===== config.mk =====
export PLATFORM = sky130hd
export DESIGN_NAME = rst_startup_ctrl
export DESIGN_NICKNAME = d
export VERILOG_FILES = /design/src/rtl/rst_startup_pkg.sv /design/src/rtl/rst_startup_table.sv /design/src/rtl/rst_startup_seq.sv /design/src/rtl/rst_cause_reg.sv /design/src/rtl/rst_startup_ctrl.sv
export SDC_FILE = /design/constraint.sdc
export NUM_CORES = 1
export LEC_CHECK = 0
export ABC_CLOCK_PERIOD_IN_PS = 2800
export CORE_MARGIN = 5
export CORE_UTILIZATION = 55
export CTS_CLUSTER_DIAMETER = 100
export DETAILED_ROUTE_END_ITERATION = 10
export DONT_BUFFER_PORTS = 1
export GPL_TIMING_DRIVEN = 0
export PLACE_DENSITY_LB_ADDON = 0.3
export RECOVER_POWER = 100
export SYNTH_ARGS = -nofsm -noshare
export SYNTH_HDL_FRONTEND = slang
export SYNTH_HIERARCHICAL = 1
export SYNTH_SLANG_ARGS = --single-unit

===== constraint.sdc =====
create_clock -name clk -period 2.8 [get_ports clk]
set_clock_uncertainty 0.2 [all_clocks]
set_input_delay 0.42 -clock clk [delete_from_list [all_inputs] [get_ports clk]]
set_output_delay 0.42 -clock clk [all_outputs]
set_load 0.05 [all_outputs]

===== src/rtl/rst_startup_pkg.sv =====
package rst_startup_pkg;

    localparam int CAUSE_W   = 4;
    localparam int CAUSE_POR = 0;
    localparam int CAUSE_EXT = 1;
    localparam int CAUSE_BOD = 2;
    localparam int CAUSE_WDT = 3;

    typedef logic [CAUSE_W-1:0] cause_t;
    typedef logic [2:0]         sel_t;

    // value loaded by a power-on request: only the power-on bit set
    localparam cause_t CAUSE_AFTER_POR = cause_t'(1) << CAUSE_POR;

    typedef enum logic [1:0] {
        PH_TICK = 2'd0,
        PH_CLK  = 2'd1,
        PH_RUN  = 2'd2
    } phase_e;

endpackage


===== src/rtl/rst_startup_table.sv =====
module rst_startup_table
    import rst_startup_pkg::*;
#(
    parameter int TICKS_SHORT = 4096,
    parameter int TICKS_LONG  = 65536,
    parameter int CLKS_SHORT  = 6,
    parameter int CLKS_MID    = 1024,
    parameter int CLKS_LONG   = 16384,
    parameter int TICK_W      = 17,
    parameter int CLK_W       = 15
) (
    input  sel_t              sel,
    output logic [TICK_W-1:0] tick_tgt,
    output logic [CLK_W-1:0]  clk_tgt
);

    localparam logic [TICK_W-1:0] T_NONE  = '0;
    localparam logic [TICK_W-1:0] T_SHORT = TICK_W'(TICKS_SHORT);
    localparam logic [TICK_W-1:0] T_LONG  = TICK_W'(TICKS_LONG);
    localparam logic [CLK_W-1:0]  C_SHORT = CLK_W'(CLKS_SHORT);
    localparam logic [CLK_W-1:0]  C_MID   = CLK_W'(CLKS_MID);
    localparam logic [CLK_W-1:0]  C_LONG  = CLK_W'(CLKS_LONG);

    always_comb begin
        unique case (sel)
            3'd0:    begin tick_tgt = T_SHORT; clk_tgt = C_SHORT; end
            3'd1:    begin tick_tgt = T_NONE;  clk_tgt = C_SHORT; end
            3'd2:    begin tick_tgt = T_LONG;  clk_tgt = C_LONG;  end
            3'd3:    begin tick_tgt = T_SHORT; clk_tgt = C_LONG;  end
            3'd4:    begin tick_tgt = T_NONE;  clk_tgt = C_LONG;  end
            3'd5:    begin tick_tgt = T_LONG;  clk_tgt = C_MID;   end
            3'd6:    begin tick_tgt = T_SHORT; clk_tgt = C_MID;   end
            default: begin tick_tgt = T_NONE;  clk_tgt = C_MID;   end
        endcase
    end

endmodule


===== src/rtl/rst_startup_seq.sv =====
module rst_startup_seq
    import rst_startup_pkg::*;
#(
    parameter int TICK_W = 17,
    parameter int CLK_W  = 15
) (
    input  logic              clk,
    input  logic              any_req,
    input  logic              wdt_tick,
    input  sel_t              sel_in,
    input  logic [TICK_W-1:0] tick_tgt,
    input  logic [CLK_W-1:0]  clk_tgt,
    output sel_t              sel_held,
    output logic              busy
);

    typedef struct packed {
        phase_e            phase;
        logic [TICK_W-1:0] tick_cnt;
        logic [CLK_W-1:0]  clk_cnt;
        sel_t              sel;
    } seq_t;

    seq_t seq_d, seq_q;

    logic [TICK_W-1:0] tick_inc;
    logic [CLK_W-1:0]  clk_inc;

    assign tick_inc = seq_q.tick_cnt + TICK_W'(1);
    assign clk_inc  = seq_q.clk_cnt  + CLK_W'(1);

    always_comb begin
        seq_d = seq_q;
        if (any_req) begin
            // any request, power-on included, re-arms both counters
            seq_d.phase    = PH_TICK;
            seq_d.tick_cnt = '0;
            seq_d.clk_cnt  = '0;
            seq_d.sel      = sel_in;
        end else begin
            unique case (seq_q.phase)
                PH_TICK: begin
                    if (seq_q.tick_cnt == tick_tgt) begin
                        // empty tick phase: this edge already counts as a clock
                        seq_d.phase   = (clk_inc == clk_tgt) ? PH_RUN : PH_CLK;
                        seq_d.clk_cnt = (clk_inc == clk_tgt) ? '0 : clk_inc;
                    end else if (wdt_tick) begin
                        if (tick_inc == tick_tgt) begin
                            seq_d.phase   = PH_CLK;
                            seq_d.clk_cnt = '0;
                        end else begin
                            seq_d.tick_cnt = tick_inc;
                        end
                    end
                end
                PH_CLK: begin
                    if (clk_inc == clk_tgt) begin
                        seq_d.phase   = PH_RUN;
                        seq_d.clk_cnt = '0;
                    end else begin
                        seq_d.clk_cnt = clk_inc;
                    end
                end
                default: seq_d = seq_q;
            endcase
        end
    end

    always_ff @(posedge clk) begin
        seq_q <= seq_d;
    end

    assign sel_held = seq_q.sel;
    assign busy     = (seq_q.phase != PH_RUN);

endmodule


===== src/rtl/rst_cause_reg.sv =====
module rst_cause_reg
    import rst_startup_pkg::*;
(
    input  logic   clk,
    input  logic   por_req,
    input  logic   bod_req,
    input  logic   ext_act,
    input  logic   wdt_expire,
    input  logic   wr_en,
    input  cause_t wr_data,
    output cause_t flags
);

    typedef struct packed {
        cause_t flags;
    } cause_st_t;

    cause_st_t cs_d, cs_q;
    cause_t    set_vec;

    always_comb begin
        set_vec            = '0;
        set_vec[CAUSE_WDT] = wdt_expire;
        set_vec[CAUSE_BOD] = bod_req;
        set_vec[CAUSE_EXT] = ext_act;
        for (int b = 0; b < CAUSE_W; b++) begin
            cs_d.flags[b] = (cs_q.flags[b] & (wr_data[b] | ~wr_en)) | set_vec[b];
        end
    end

    always_ff @(posedge clk) begin
        if (por_req) begin
            cs_q.flags <= CAUSE_AFTER_POR;
        end else begin
            cs_q <= cs_d;
        end
    end

    assign flags = cs_q.flags;

endmodule


===== src/rtl/rst_startup_ctrl.sv =====
module rst_startup_ctrl
    import rst_startup_pkg::*;
#(
    parameter int TICKS_SHORT = 4096,
    parameter int TICKS_LONG  = 65536,
    parameter int CLKS_SHORT  = 6,
    parameter int CLKS_MID    = 1024,
    parameter int CLKS_LONG   = 16384
) (
    input  logic       clk,
    input  logic       por_req,
    input  logic       bod_req,
    input  logic       ext_rst_n,
    input  logic       wdt_expire,
    input  logic       wdt_tick,
    input  logic [2:0] sel,
    input  logic       flag_wr_en,
    input  logic [3:0] flag_wr_data,
    output logic       core_rst,
    output logic [3:0] cause_flags
);

    localparam int TICK_MAX = (TICKS_LONG > TICKS_SHORT) ? TICKS_LONG : TICKS_SHORT;
    localparam int CLK_MAX  = (CLKS_LONG > CLKS_MID) ?
                              ((CLKS_LONG > CLKS_SHORT) ? CLKS_LONG : CLKS_SHORT) :
                              ((CLKS_MID > CLKS_SHORT) ? CLKS_MID : CLKS_SHORT);
    localparam int TICK_W   = $clog2(TICK_MAX + 1);
    localparam int CLK_W    = $clog2(CLK_MAX + 1);

    logic              any_req;
    logic              busy;
    sel_t              sel_held;
    logic [TICK_W-1:0] tick_tgt;
    logic [CLK_W-1:0]  clk_tgt;

    assign any_req  = por_req | bod_req | ~ext_rst_n | wdt_expire;
    assign core_rst = any_req | busy;

    rst_startup_table #(
        .TICKS_SHORT (TICKS_SHORT),
        .TICKS_LONG  (TICKS_LONG),
        .CLKS_SHORT  (CLKS_SHORT),
        .CLKS_MID    (CLKS_MID),
        .CLKS_LONG   (CLKS_LONG),
        .TICK_W      (TICK_W),
        .CLK_W       (CLK_W)
    ) u_table (
        .sel      (sel_held),
        .tick_tgt (tick_tgt),
        .clk_tgt  (clk_tgt)
    );

    rst_startup_seq #(
        .TICK_W (TICK_W),
        .CLK_W  (CLK_W)
    ) u_seq (
        .clk      (clk),
        .any_req  (any_req),
        .wdt_tick (wdt_tick),
        .sel_in   (sel),
        .tick_tgt (tick_tgt),
        .clk_tgt  (clk_tgt),
        .sel_held (sel_held),
        .busy     (busy)
    );

    rst_cause_reg u_cause (
        .clk        (clk),
        .por_req    (por_req),
        .bod_req    (bod_req),
        .ext_act    (~ext_rst_n),
        .wdt_expire (wdt_expire),
        .wr_en      (flag_wr_en),
        .wr_data    (flag_wr_data),
        .flags      (cause_flags)
    );

endmodule


==> summary.log, run 1 <==
qor: status.run_status finished with violations
qor: status.violations setup timing
qor: die.dieWidth 89.7 µm
qor: cts.clkSlewWorstSetupHoldPaths 80 ps
qor: place.globalplace.congestion 0.953
qor: critical_path.path_class flop to flop
qor: critical_path.setup.reg_to_reg.worst_slack -180 ps
qor: power.total_switching_power 0.340 mW
qor: critical_path.arrival_time_at_the_worst_endpoint 2990 ps
qor: finish.flow.area_growth_from_synthesis 24.7%
qor: global_route.grt_pass1_wl 14700 µm
qor: yosys.synth_largest_area_cell dfxtp_1
qor: worst_hold_path.min_path_cells 0
qor: finish.antenna_cells 0
qor: power.power.share.combinational 0.178
qor: timing.post-route-worst-setup-slack -180 ps
qor: place.buffer_ports.inserted 0
qor: yosys.synthArstFlopShare 0
qor: yosys.yosys_warnings 6
qor: yosys.postSynthCellCount 435
qor: global_route.grt_use_total 0.230
qor: worst_hold_path.hold_end u_seq/sel_held[2]$_DFFE_PP_
qor: global_route.grt_pass1_vias 3086
qor: power.clock_network_fraction_of_total_power 0.332
qor: finish.num-nets-final 510
qor: routing.drt.antenna.violating_nets 0
qor: die.rows 29
qor: timing.final_hold_viol_count 0
qor: timing.max-slew-margin-rel 0.471
qor: die.chipHeight 89.7 µm
qor: global_route.grt_overflow 0
qor: routing.route.vias.total 3573
qor: power.cell_internal_pwr 0.911 mW
qor: routing.drt_first_iter_violations 484
qor: power.max-vdd-ir-drop 270 µV
qor: timing.min_period_over_period 1.06
qor: cts.cts.htree.levels 2
qor: die.dieArea 8040 µm²
qor: critical_path.cp_max_fo 10
qor: global_route.antenna_found_initial 0
qor: critical_path.cp-end-kind flop
qor: job.maxCapViolCount 0
qor: timing.worst_pin_slew 793 ps
qor: timing.rsz0062_at_grt yes
qor: yosys.yosysMostFrequentCell dfxtp_1
qor: cts.clock_tree_from_tritoncts built
qor: place.hpwlAfterDp 6140 µm
qor: yosys.synth_top_area_share 0.218
qor: critical_path.crit-reg2reg-launch u_seq/seq_q[20]$_SDFFE_PP0P_
qor: place.placedInstanceArea 3680 µm²
qor: cts.root_buffer clkbuf_8
qor: power.power_per_cell_area 287 nW/µm²
qor: finish.util_after_layout 0.693
qor: yosys.synth-seq-area-share 0.244
qor: power.static-leakage-power 1.57 nW
qor: cts.inserted_clock_buffers 5
qor: yosys.avgSynthCellArea 8.03 µm²
qor: routing.drt-total-wl 10100 µm
qor: worst_hold_path.worstHoldPathType input port to flop
qor: routing.via_per_inst 6.25
qor: yosys.synthDistinctLibCells 63
qor: timing.finalHoldWorstSlack 24.9 ps
qor: yosys.synth_area 3490 µm²
qor: timing.setup_violations 11
qor: global_route.grt_start_max_net_pins 13
qor: timing.slew_violations 0
qor: timing.timing.setup.tns -553 ps
qor: critical_path.timing.critical_path.from_type flop
qor: power.power.share.switching 0.272
qor: finish.post_route_cells_drive_above_1_share 0.277
qor: routing.wl_per_cell 17.7 µm
qor: timing.peak_freq 336 MHz
qor: cts.numClockSinks 41
qor: critical_path.r2r_end u_seq/seq_q[31]$_SDFFE_PP0P_
qor: yosys.synth_enable_flop_cells 3
qor: routing.post-route-drc-count 0
qor: die.initial_utilization 0.556
qor: finish.fin_area 4350 µm²
qor: yosys.synth_seq_cells 41
qor: die.io_pins 19
qor: critical_path.crit_required 2810 ps
qor: power.share_seq_of_total_power 0.491
qor: power.power.total 1.25 mW
qor: routing.drt_first_pass_iters 8
qor: cts.clk_latency 300 ps
qor: yosys.synth_flop_cell dfxtp_1
qor: die.placeable_area 6280 µm²
qor: worst_hold_path.min-delay-start sel[2]
qor: timing.final_period_minus_worst_setup_slack 2980 ps
qor: cts.cts-root-to-sink-buffers 2
qor: yosys.yosys-top-cells-count 38 x dfxtp_1, 33 x buf_4, 31 x nand4_1, 31 x xnor2_1, 29 x nand3_1
qor: critical_path.worst-r2r-cell-count 9
qor: yosys.synth_area_leaders dfxtp_1 22%, xnor2_1 7.8%, buf_4 7.1%
## layout make-up
cell class / count / area [µm²]
Timing Repair Buffer: 28 / 264
Fill cell: 447 / 1920
Multi-Input combinational cell: 343 / 2540
Inverter: 19 / 71.3
Tap cell: 77 / 96.3
Clock buffer: 8 / 90.1
Sequential cell: 41 / 866
Buffer: 56 / 422
## per-layer routing
metal | up-vias | global-route usage | part of all wire
li1 | 1660 | - | -
met3 | 38 | 0.0529 | 0.10
met5 | - | 0 | 0
met1 | 1665 | 0.326 | 0.41
met2 | 210 | 0.353 | 0.46
met4 | 0 | 0.0582 | 0.030
## worst max-delay path by stage
stage                                         to  cells past startpoint                    startpoint  slack [ps]
floorplan           u_seq/seq_q[27]$_SDFFE_PP0P_                      9  u_seq/seq_q[18]$_SDFFE_PP0P_          30
global placement     u_seq/seq_q[6]$_SDFFE_PP0P_                      9  u_seq/seq_q[18]$_SDFFE_PP0P_        -450
detailed placement   u_seq/seq_q[6]$_SDFFE_PP0P_                      9  u_seq/seq_q[18]$_SDFFE_PP0P_        -470
CTS                 u_seq/seq_q[33]$_SDFFE_PP0P_                      8  u_seq/seq_q[18]$_SDFFE_PP0P_         -10
global route        u_seq/seq_q[31]$_SDFFE_PP0P_                      9  u_seq/seq_q[20]$_SDFFE_PP0P_        -250
finish              u_seq/seq_q[31]$_SDFFE_PP0P_                      9  u_seq/seq_q[20]$_SDFFE_PP0P_        -180
## state kept, by name (all words and copies together) (netlist names)
signal / cells
u_seq/sel_held: 3
u_seq/seq_q: 34
u_cause/flags: 4
## power groups by stage
stage / logic, mW / clock network (mW) / registers [mW]
after floorplan: 0.135 / 0 / 0.629
after global placement: 0.151 / 0 / 0.630
after detailed placement: 0.155 / 0 / 0.630
after CTS: 0.170 / 0.421 / 0.614
after global routing: 0.237 / 0.449 / 0.615
final: 0.222 / 0.415 / 0.613
## logic make-up after synthesis
kind of cell,after synthesis,synth area share
and+or+nand+nor,186,0.321
AOI/OAI and AO/OA,76,0.158
buffers and inverters,76,0.130
xor gates and xnor gates,43,0.108
DFF,41,0.244
muxes,10,0.0312
adders and majority gates,2,0.00716
other,1,0.00107
## critical path, stage by stage, from the launching register on
cell and delay (ps):
dfxtp_1 390, buf_4 200, nand4_1 260, nor3_4 360, mux2i_2 310, a2111oi_4 80
and4_4 210, buf_4 150, or4_1 530, a21oi_1 220
## per-stage QoR
stage / setup slack (ps) / cells
after global placement: -446 / 537
after floorplan: 34.5 / 460
after global routing: -255 / 572
after detailed placement: -467 / 537
after CTS: -12.3 / 557
final: -180 / 572
## layout by cell type (no fill, tap or decap), types with 4 or more instances in the layout
| cell | instances |
|---|---|
| o31ai_1 | 5 |
| conb_1 | 26 |
| dfxtp_4 | 4 |
| and4_1 | 4 |
| mux2_1 | 4 |
| clkbuf_8 | 6 |
| xnor2_1 | 29 |
| nor2_1 | 25 |
| o21a_1 | 4 |
| buf_2 | 6 |
| clkbuf_1 | 8 |
| and3_1 | 5 |
| nand2_1 | 14 |
| or3_1 | 8 |
| nand3_1 | 26 |
| nand3_2 | 4 |
| buf_4 | 53 |
| o211ai_1 | 12 |
| o21ai_0 | 7 |
| nor2b_1 | 10 |
| nand4_1 | 31 |
| buf_6 | 8 |
| dfxtp_1 | 34 |
| xor2_1 | 10 |
| inv_1 | 19 |
| or4_1 | 6 |
| a21oi_1 | 12 |
| nor3_1 | 10 |
## repair_timing
action	in CTS	in global routing
pin swaps	14	24
buffers inserted	10	13
hold buffers	2	1
setup endpoints to repair	34	34
cloned	0	2
endpoints found under the hold margin	3	1
resized for setup	33	48
Power figures use the tool's default switching activity.
==> inputs of run 2 (changes only) <==
--- a/config.mk
+++ b/config.mk
@@ -7,7 +7,7 @@
 export LEC_CHECK = 0
 export ABC_CLOCK_PERIOD_IN_PS = 2800
 export CORE_MARGIN = 5
-export CORE_UTILIZATION = 55
+export CORE_UTILIZATION = 58
 export CTS_CLUSTER_DIAMETER = 100
 export DETAILED_ROUTE_END_ITERATION = 10
 export DONT_BUFFER_PORTS = 1
==> summary.log, run 2 (synthesis gave the netlist of run 1 again) <==
qor: cts.cts-root-to-sink-buffers 2 [unchanged]
qor: finish.instances_no_fill 577 [was 572]
qor: cts.clock_tree_from_tritoncts built [unchanged]
qor: worst_hold_path.min_path_cells 1 [was 0]
qor: routing.drt-total-wl 11600 µm [was 10100 µm]
qor: die.dieWidth 87.6 µm [was 89.7 µm]
qor: timing.rsz0062_at_grt yes [unchanged]
qor: critical_path.crit_buf_inv 3 [was 2]
qor: finish.largest_register_ff_count 34 [unchanged]
qor: finish.largest_register u_seq/seq_q [unchanged]
qor: critical_path.critPathTopFamily simple AND/OR/NAND/NOR gates [unchanged]
qor: critical_path.path_class flop to flop [unchanged]
qor: routing.drt_first_pass_iters 6 [was 8]
qor: finish.filler_cells 333 [was 447]
qor: timing.max-slew-margin-rel 0.485 [was 0.471]
qor: critical_path.setup.reg_to_reg.worst_slack -160 ps [was -180 ps]
qor: worst_hold_path.min-delay-start por_req [was sel[2]]
qor: place.placedInstanceArea 3680 µm² [about the same]
qor: routing.post-route-drc-count 0 [unchanged]
qor: finish.num-nets-final 517 [was 510]
qor: finish.mostFrequentLayoutCell buf_4 [unchanged]
qor: timing.setup_violations 33 [was 11]
qor: timing.worst_pin_slew 772 ps [was 793 ps]
qor: cts.clk_latency 290 ps [was 300 ps]
qor: routing.via_per_inst 6.62 [was 6.25]
qor: critical_path.arrival_time_at_the_worst_endpoint 2970 ps [was 2990 ps]
qor: cts.numClockSinks 41 [unchanged]
qor: die.rows 28 [was 29]
qor: status.violations setup timing [unchanged]
qor: routing.drt.antenna.violating_nets 0 [unchanged]
qor: finish.post_route_cells_drive_above_1_share 0.333 [was 0.277]
qor: finish.antenna_cells 0 [unchanged]
qor: critical_path.timing.critical_path.from_type flop [unchanged]
qor: cts.root_buffer clkbuf_8 [unchanged]
qor: critical_path.cp_cell_sequence buf_6 -> xor2_2 -> mux2i_2 -> xnor2_2 -> nor2b_4 -> nand2_2 -> nor3_4 -> buf_4 -> o21a_1 -> clkbuf_2 -> nand4b_1 -> o211ai_1 [was buf_4 -> nand4_1 -> nor3_4 -> mux2i_2 -> a2111oi_4 -> and4_4 -> buf_4 -> or4_1 -> a21oi_1]
qor: routing.route.vias.total 3818 [was 3573]
qor: place.buffer_ports.inserted 0 [unchanged]
qor: critical_path.crit-reg2reg-launch u_seq/sel_held[2]$_DFFE_PP_ [was u_seq/seq_q[20]$_SDFFE_PP0P_]
qor: place.hpwlAfterDp 5930 µm [was 6140 µm]
qor: finish.util_after_layout 0.784 [was 0.693]
qor: global_route.grt_pass1_vias 3112 [was 3086]
qor: worst_hold_path.worstHoldPathType input port to flop [unchanged]
qor: timing.peak_freq 338 MHz [was 336 MHz]
qor: power.power.share.switching 0.277 [was 0.272]
qor: timing.min_period_over_period 1.06 [about the same]
qor: global_route.antenna_found_initial 0 [unchanged]
qor: finish.fin_area 4610 µm² [was 4350 µm²]
qor: cts.cts.htree.levels 2 [unchanged]
qor: die.io_pins 19 [unchanged]
qor: routing.wl_per_cell 20.1 µm [was 17.7 µm]
qor: die.initial_utilization 0.593 [was 0.556]
qor: place.globalplace.congestion 0.924 [was 0.953]
qor: worst_hold_path.hold_end u_cause/flags[0]$_SDFF_PP1_ [was u_seq/sel_held[2]$_DFFE_PP_]
qor: finish.most-common-layout-cells 49 x buf_4, 32 x dfxtp_1, 31 x nand4_1, 30 x xnor2_1, 27 x nor2_1 [was 53 x buf_4, 34 x dfxtp_1, 31 x nand4_1, 29 x xnor2_1]
qor: timing.final_period_minus_worst_setup_slack 2960 ps [was 2980 ps]
qor: timing.post-route-worst-setup-slack -156 ps [was -180 ps]
qor: global_route.grt_overflow 0 [unchanged]
qor: power.total_switching_power 0.347 mW [was 0.340 mW]
qor: global_route.grt_use_total 0.238 [was 0.230]
qor: power.static-leakage-power 1.66 nW [was 1.57 nW]
qor: critical_path.cpPeakStageDelay 380 ps [was 530 ps]
qor: global_route.grt_start_max_net_pins 13 [unchanged]
qor: power.max-vdd-ir-drop 463 µV [was 270 µV]
qor: power.clock_network_fraction_of_total_power 0.333 [was 0.332]
qor: critical_path.cp-end-kind flop [unchanged]
qor: power.power_per_cell_area 272 nW/µm² [was 287 nW/µm²]
qor: critical_path.cp_max_fo 10 [unchanged]
qor: power.share_seq_of_total_power 0.490 [was 0.491]
qor: status.run_status finished with violations [unchanged]
qor: cts.clkSlewWorstSetupHoldPaths 80 ps [about the same]
qor: power.power.total 1.26 mW [was 1.25 mW]
qor: critical_path.r2r_end u_seq/seq_q[5]$_SDFFE_PP0P_ [was u_seq/seq_q[31]$_SDFFE_PP0P_]
qor: cts.inserted_clock_buffers 5 [unchanged]
qor: critical_path.crit_required 2820 ps [was 2810 ps]
qor: job.maxCapViolCount 0 [unchanged]
qor: routing.drt_first_iter_violations 427 [was 484]
qor: timing.final_hold_viol_count 0 [unchanged]
qor: power.cell_internal_pwr 0.908 mW [was 0.911 mW]
qor: die.dieArea 7670 µm² [was 8040 µm²]
qor: global_route.grt_pass1_wl 14800 µm [was 14700 µm]
qor: critical_path.worst-r2r-cell-count 12 [was 9]
qor: timing.slew_violations 0 [unchanged]
qor: critical_path.timing.critical_path.slowest_stage_cell edfxtp_1 [was or4_1]
qor: power.power.share.combinational 0.177 [was 0.178]
qor: place.numPlacedInstances 535 [was 537]
qor: die.placeable_area 5890 µm² [was 6280 µm²]
qor: finish.flow.area_growth_from_synthesis 32.1% [was 24.7%]
qor: die.chipHeight 87.6 µm [was 89.7 µm]
[run 2: power groups by stage]
stage	clock network, mW	logic [mW]	registers [mW]
floorplan	0	0.135	0.629
global placement	0	0.151	0.630
detailed placement	0	0.154	0.630
CTS	0.415	0.172	0.616
global route	0.445	0.235	0.616
finish	0.418	0.222	0.615
[run 2: cell type report]
type	instances	area, µm²	share of cell area
sequential	41	866	0.188
multi-input combinational	343	2650	0.574
inverter	19	71.3	0.0155
buffer	55	453	0.0982
clock buffer	8	90.1	0.0195
timing repair buffer	36	393	0.0852
tap	75	93.8	0.0203
[run 2: per-layer routing]
metal | routed length, µm | track usage | up-vias | part of all wire
li1 | - | - | 1683 | -
met1 | 4540 | 0.341 | 1743 | 0.39
met2 | 5270 | 0.381 | 311 | 0.45
met3 | 1200 | 0.0367 | 81 | 0.10
met4 | 597 | 0.0488 | 0 | 0.051
met5 | 0 | 0 | - | 0
[run 2: metrics by stage]
step	TNS [ps]	hold WS (ps)	worst slack (ps)
2_1_floorplan	0	264	34.5
3_3_place_gp	-11430	273	-456
3_5_place_dp	-12970	285	-514
4_1_cts	-0.339	10.8	-0.339
5_1_grt	-5640	6.95	-244
6_report	-3210	21.2	-156
[run 2: timing repair]
| item | CTS | global route |
|---|---|---|
| hold buffers | 1 | 0 |
| hold endpoints to repair | 3 | 0 |
| pin swaps | 9 | 35 |
| resized for setup | 31 | 91 |
| setup endpoints to repair | 34 | 34 |
| cloned | 1 | 5 |
| buffers inserted | 14 | 15 |
[run 2: worst max path at each step]
stage,start,end,slack [ps],cells past startpoint
after floorplan,u_seq/seq_q[18]$_SDFFE_PP0P_,u_seq/seq_q[27]$_SDFFE_PP0P_,30,9
after global placement,u_seq/seq_q[18]$_SDFFE_PP0P_,u_seq/seq_q[6]$_SDFFE_PP0P_,-460,9
after detailed placement,u_seq/seq_q[18]$_SDFFE_PP0P_,u_seq/seq_q[3]$_SDFFE_PP0P_,-510,9
after CTS,u_seq/sel_held[1]$_DFFE_PP_,u_seq/seq_q[32]$_SDFFE_PP0P_,-0.3,11
after global routing,u_seq/sel_held[2]$_DFFE_PP_,u_seq/seq_q[5]$_SDFFE_PP0P_,-240,12
final,u_seq/sel_held[2]$_DFFE_PP_,u_seq/seq_q[5]$_SDFFE_PP0P_,-160,12
[run 2: worst register-to-register path: stages (launching register included)]
cell and delay, ps:
edfxtp_1 380, buf_6 140, xor2_2 170, mux2i_2 260
xnor2_2 190, nor2b_4 230, nand2_2 90, nor3_4 210
buf_4 170, o21a_1 220, clkbuf_2 320, nand4b_1 180
o211ai_1 120
==> inputs of run 3 (changes only) <==
--- a/config.mk
+++ b/config.mk
@@ -6,8 +6,10 @@
 export NUM_CORES = 1
 export LEC_CHECK = 0
 export ABC_CLOCK_PERIOD_IN_PS = 2800
+export CORE_ASPECT_RATIO = 0.75
 export CORE_MARGIN = 5
-export CORE_UTILIZATION = 58
+export CORE_UTILIZATION = 60
+export CTS_BUF_LIST = sky130_fd_sc_hd__clkbuf_4
 export CTS_CLUSTER_DIAMETER = 100
 export DETAILED_ROUTE_END_ITERATION = 10
 export DONT_BUFFER_PORTS = 1
==> summary.log, run 3 (synthesis gave the netlist of run 1 again) <==
qor: finish.antenna_cells 0 [unchanged]
qor: cts.inserted_clock_buffers 5 [unchanged]
qor: timing.max-slew-margin-rel 0.474 [was 0.485]
qor: critical_path.cp-end-kind flop [unchanged]
qor: routing.drt_first_pass_iters 5 [was 6]
qor: die.dieWidth 98.1 µm [was 87.6 µm]
qor: cts.clock_tree_from_tritoncts built [unchanged]
qor: worst_hold_path.hold_end u_cause/flags[3]$_SDFF_PP0_ [was u_cause/flags[0]$_SDFF_PP1_]
qor: routing.drt_first_iter_violations 425 [was 427]
qor: critical_path.crit-reg2reg-launch u_seq/seq_q[3]$_SDFFE_PP0P_ [was u_seq/sel_held[2]$_DFFE_PP_]
qor: routing.via_per_inst 6.20 [was 6.62]
qor: critical_path.worst-r2r-cell-count 11 [was 12]
qor: global_route.grt_use_total 0.245 [was 0.238]
qor: cts.numClockSinks 41 [unchanged]
qor: die.chipHeight 76.1 µm [was 87.6 µm]
qor: critical_path.startpoint u_seq/seq_q[3]$_SDFFE_PP0P_ [was u_seq/sel_held[2]$_DFFE_PP_]
qor: place.numPlacedInstances 538 [was 535]
qor: job.maxCapViolCount 0 [unchanged]
qor: timing.slew_violations 0 [unchanged]
qor: power.max-vdd-ir-drop 274 µV [was 463 µV]
qor: finish.largest_register u_seq/seq_q [unchanged]
qor: power.static-leakage-power 1.58 nW [was 1.66 nW]
qor: routing.drt-total-wl 10400 µm [was 11600 µm]
qor: critical_path.setup.reg_to_reg.worst_slack -100 ps [was -160 ps]
qor: finish.num-nets-final 510 [was 517]
qor: timing.final_period_minus_worst_setup_slack 2900 ps [was 2960 ps]
qor: finish.mostFrequentLayoutCell buf_4 [unchanged]
qor: finish.largest_register_ff_count 34 [unchanged]
qor: timing.rsz0062_at_grt yes [unchanged]
qor: status.violations setup timing [unchanged]
qor: routing.wl_per_cell 18.2 µm [was 20.1 µm]
qor: finish.instances_no_fill 573 [was 577]
qor: global_route.grt_pass1_vias 3134 [was 3112]
qor: place.globalplace.congestion 0.948 [was 0.924]
qor: timing.min_period_over_period 1.04 [was 1.06]
qor: cts.cts-root-to-sink-buffers 2 [unchanged]
qor: die.io_pins 19 [unchanged]
qor: worst_hold_path.min_path_cells 2 [was 1]
qor: status.run_status finished with violations [unchanged]
qor: die.dieArea 7460 µm² [was 7670 µm²]
qor: global_route.grt_overflow 0 [unchanged]
qor: cts.root_buffer clkbuf_4 [was clkbuf_8]
qor: worst_hold_path.worstHoldPathType input port to flop [unchanged]
qor: die.rows 24 [was 28]
qor: routing.post-route-drc-count 0 [unchanged]
qor: die.placeable_area 5740 µm² [was 5890 µm²]
qor: timing.setup_violations 30 [was 33]
qor: critical_path.r2r_end u_seq/seq_q[11]$_SDFFE_PP0P_ [was u_seq/seq_q[5]$_SDFFE_PP0P_]
qor: place.hpwlAfterDp 6390 µm [was 5930 µm]
qor: critical_path.timing.critical_path.from_type flop [unchanged]
qor: finish.util_after_layout 0.755 [was 0.784]
qor: timing.peak_freq 344 MHz [was 338 MHz]
qor: finish.most-common-layout-cells 48 x buf_4, 31 x dfxtp_1, 31 x nand4_1, 28 x xnor2_1, 27 x nor2_1 [was 49 x buf_4, 32 x dfxtp_1, 31 x nand4_1, 30 x xnor2_1, 27 x nor2_1]
qor: finish.post_route_cells_drive_above_1_share 0.289 [was 0.333]
qor: timing.worst_pin_slew 789 ps [was 772 ps]
qor: finish.flow.area_growth_from_synthesis 24.0% [was 32.1%]
qor: timing.final_hold_viol_count 0 [unchanged]
qor: critical_path.path_class flop to flop [unchanged]
qor: power.power_per_cell_area 262 nW/µm² [was 272 nW/µm²]
qor: critical_path.arrival_time_at_the_worst_endpoint 2940 ps [was 2970 ps]
qor: finish.fin_area 4330 µm² [was 4610 µm²]
qor: critical_path.crit_required 2840 ps [was 2820 ps]
qor: global_route.grt_start_max_net_pins 13 [unchanged]
qor: cts.clk_latency 360 ps [was 290 ps]
qor: critical_path.cp_max_fo 10 [unchanged]
qor: global_route.grt_pass1_wl 15200 µm [was 14800 µm]
qor: routing.drt.antenna.violating_nets 0 [unchanged]
qor: timing.post-route-worst-setup-slack -104 ps [was -156 ps]
qor: place.placedInstanceArea 3680 µm² [about the same]
qor: cts.clkSlewWorstSetupHoldPaths 130 ps [was 80 ps]
qor: global_route.antenna_found_initial 0 [unchanged]
qor: worst_hold_path.min-delay-start wdt_expire [was por_req]
qor: place.buffer_ports.inserted 0 [unchanged]
qor: die.initial_utilization 0.609 [was 0.593]
qor: cts.cts.htree.levels 2 [unchanged]
qor: place.pre_cts_slack -540 ps [was -514 ps]
qor: routing.route.vias.total 3555 [was 3818]
## run 3: cell count changes in the layout (fill, tap and decap cells not counted), moves of 4 or more
cell,change
clkbuf_4,+7
clkbuf_8,-6
buf_6,-10
o31ai_4,-5
nor3_2,+4
o31ai_1,+6
o21ai_2,-4
## run 3: metal layers
metal / track usage / part of all wire
met5: 0 / 0
met4: 0.0470 / 0.014
met3: 0.0677 / 0.10
met2: 0.359 / 0.44
met1: 0.360 / 0.44
## run 3: cell type report
class / count / area, µm²
clock inverters: 3 / 12.5
inverters: 19 / 71.3
plain buffers: 54 / 427
flip-flops and latches: 41 / 867
clock buffers: 5 / 37.5
well taps: 78 / 97.6
repair buffers: 30 / 300
multi-input cells: 343 / 2520
fillers: 367 / 1400
## run 3: per-stage QoR
step / power (mW) / hold slack [ps] / setup TNS (ps)
after detailed placement: 0.784 / 295 / -13770
after global routing: 1.19 / 7.77 / -4970
final: 1.14 / 17.1 / -1490
after CTS: 1.10 / 9.10 / 0
after floorplan: 0.764 / 264 / 0
after global placement: 0.781 / 291 / -12760
## run 3: power by group
group | internal, mW | switching [mW] | total, mW
Sequential | 0.595 | 0.0196 | 0.615
Combinational | 0.114 | 0.108 | 0.221
Clock | 0.0913 | 0.209 | 0.300
## run 3: repair_timing
action	4_1_cts	5_1_grt
endpoints found under the setup margin	34	34
pin swaps	13	26
hold endpoints to repair	7	0
hold buffers	4	0
gates cloned	0	4
buffers inserted	11	11
gates resized for setup	38	40
## run 3: worst max path at each step
stage / to / slack (ps) / cells after the start
after global placement: u_seq/seq_q[27]$_SDFFE_PP0P_ / -500 / 9
final: u_seq/seq_q[11]$_SDFFE_PP0P_ / -100 / 11
after global routing: u_seq/seq_q[31]$_SDFFE_PP0P_ / -190 / 13
after floorplan: u_seq/seq_q[27]$_SDFFE_PP0P_ / 30 / 9
after CTS: u_seq/seq_q[27]$_SDFFE_PP0P_ / 2 / 12
after detailed placement: u_seq/seq_q[27]$_SDFFE_PP0P_ / -540 / 9
## run 3: worst max-delay path, cell delays in order (launching register included)
cell	delay (ps)
dfxtp_4	370
ha_1	140
buf_4	160
and2_4	190
nand4_1	150
or3_1	400
a222oi_1	430
nand4_2	180
buf_6	200
buf_4	140
a31oi_1	150
a31oi_1	60
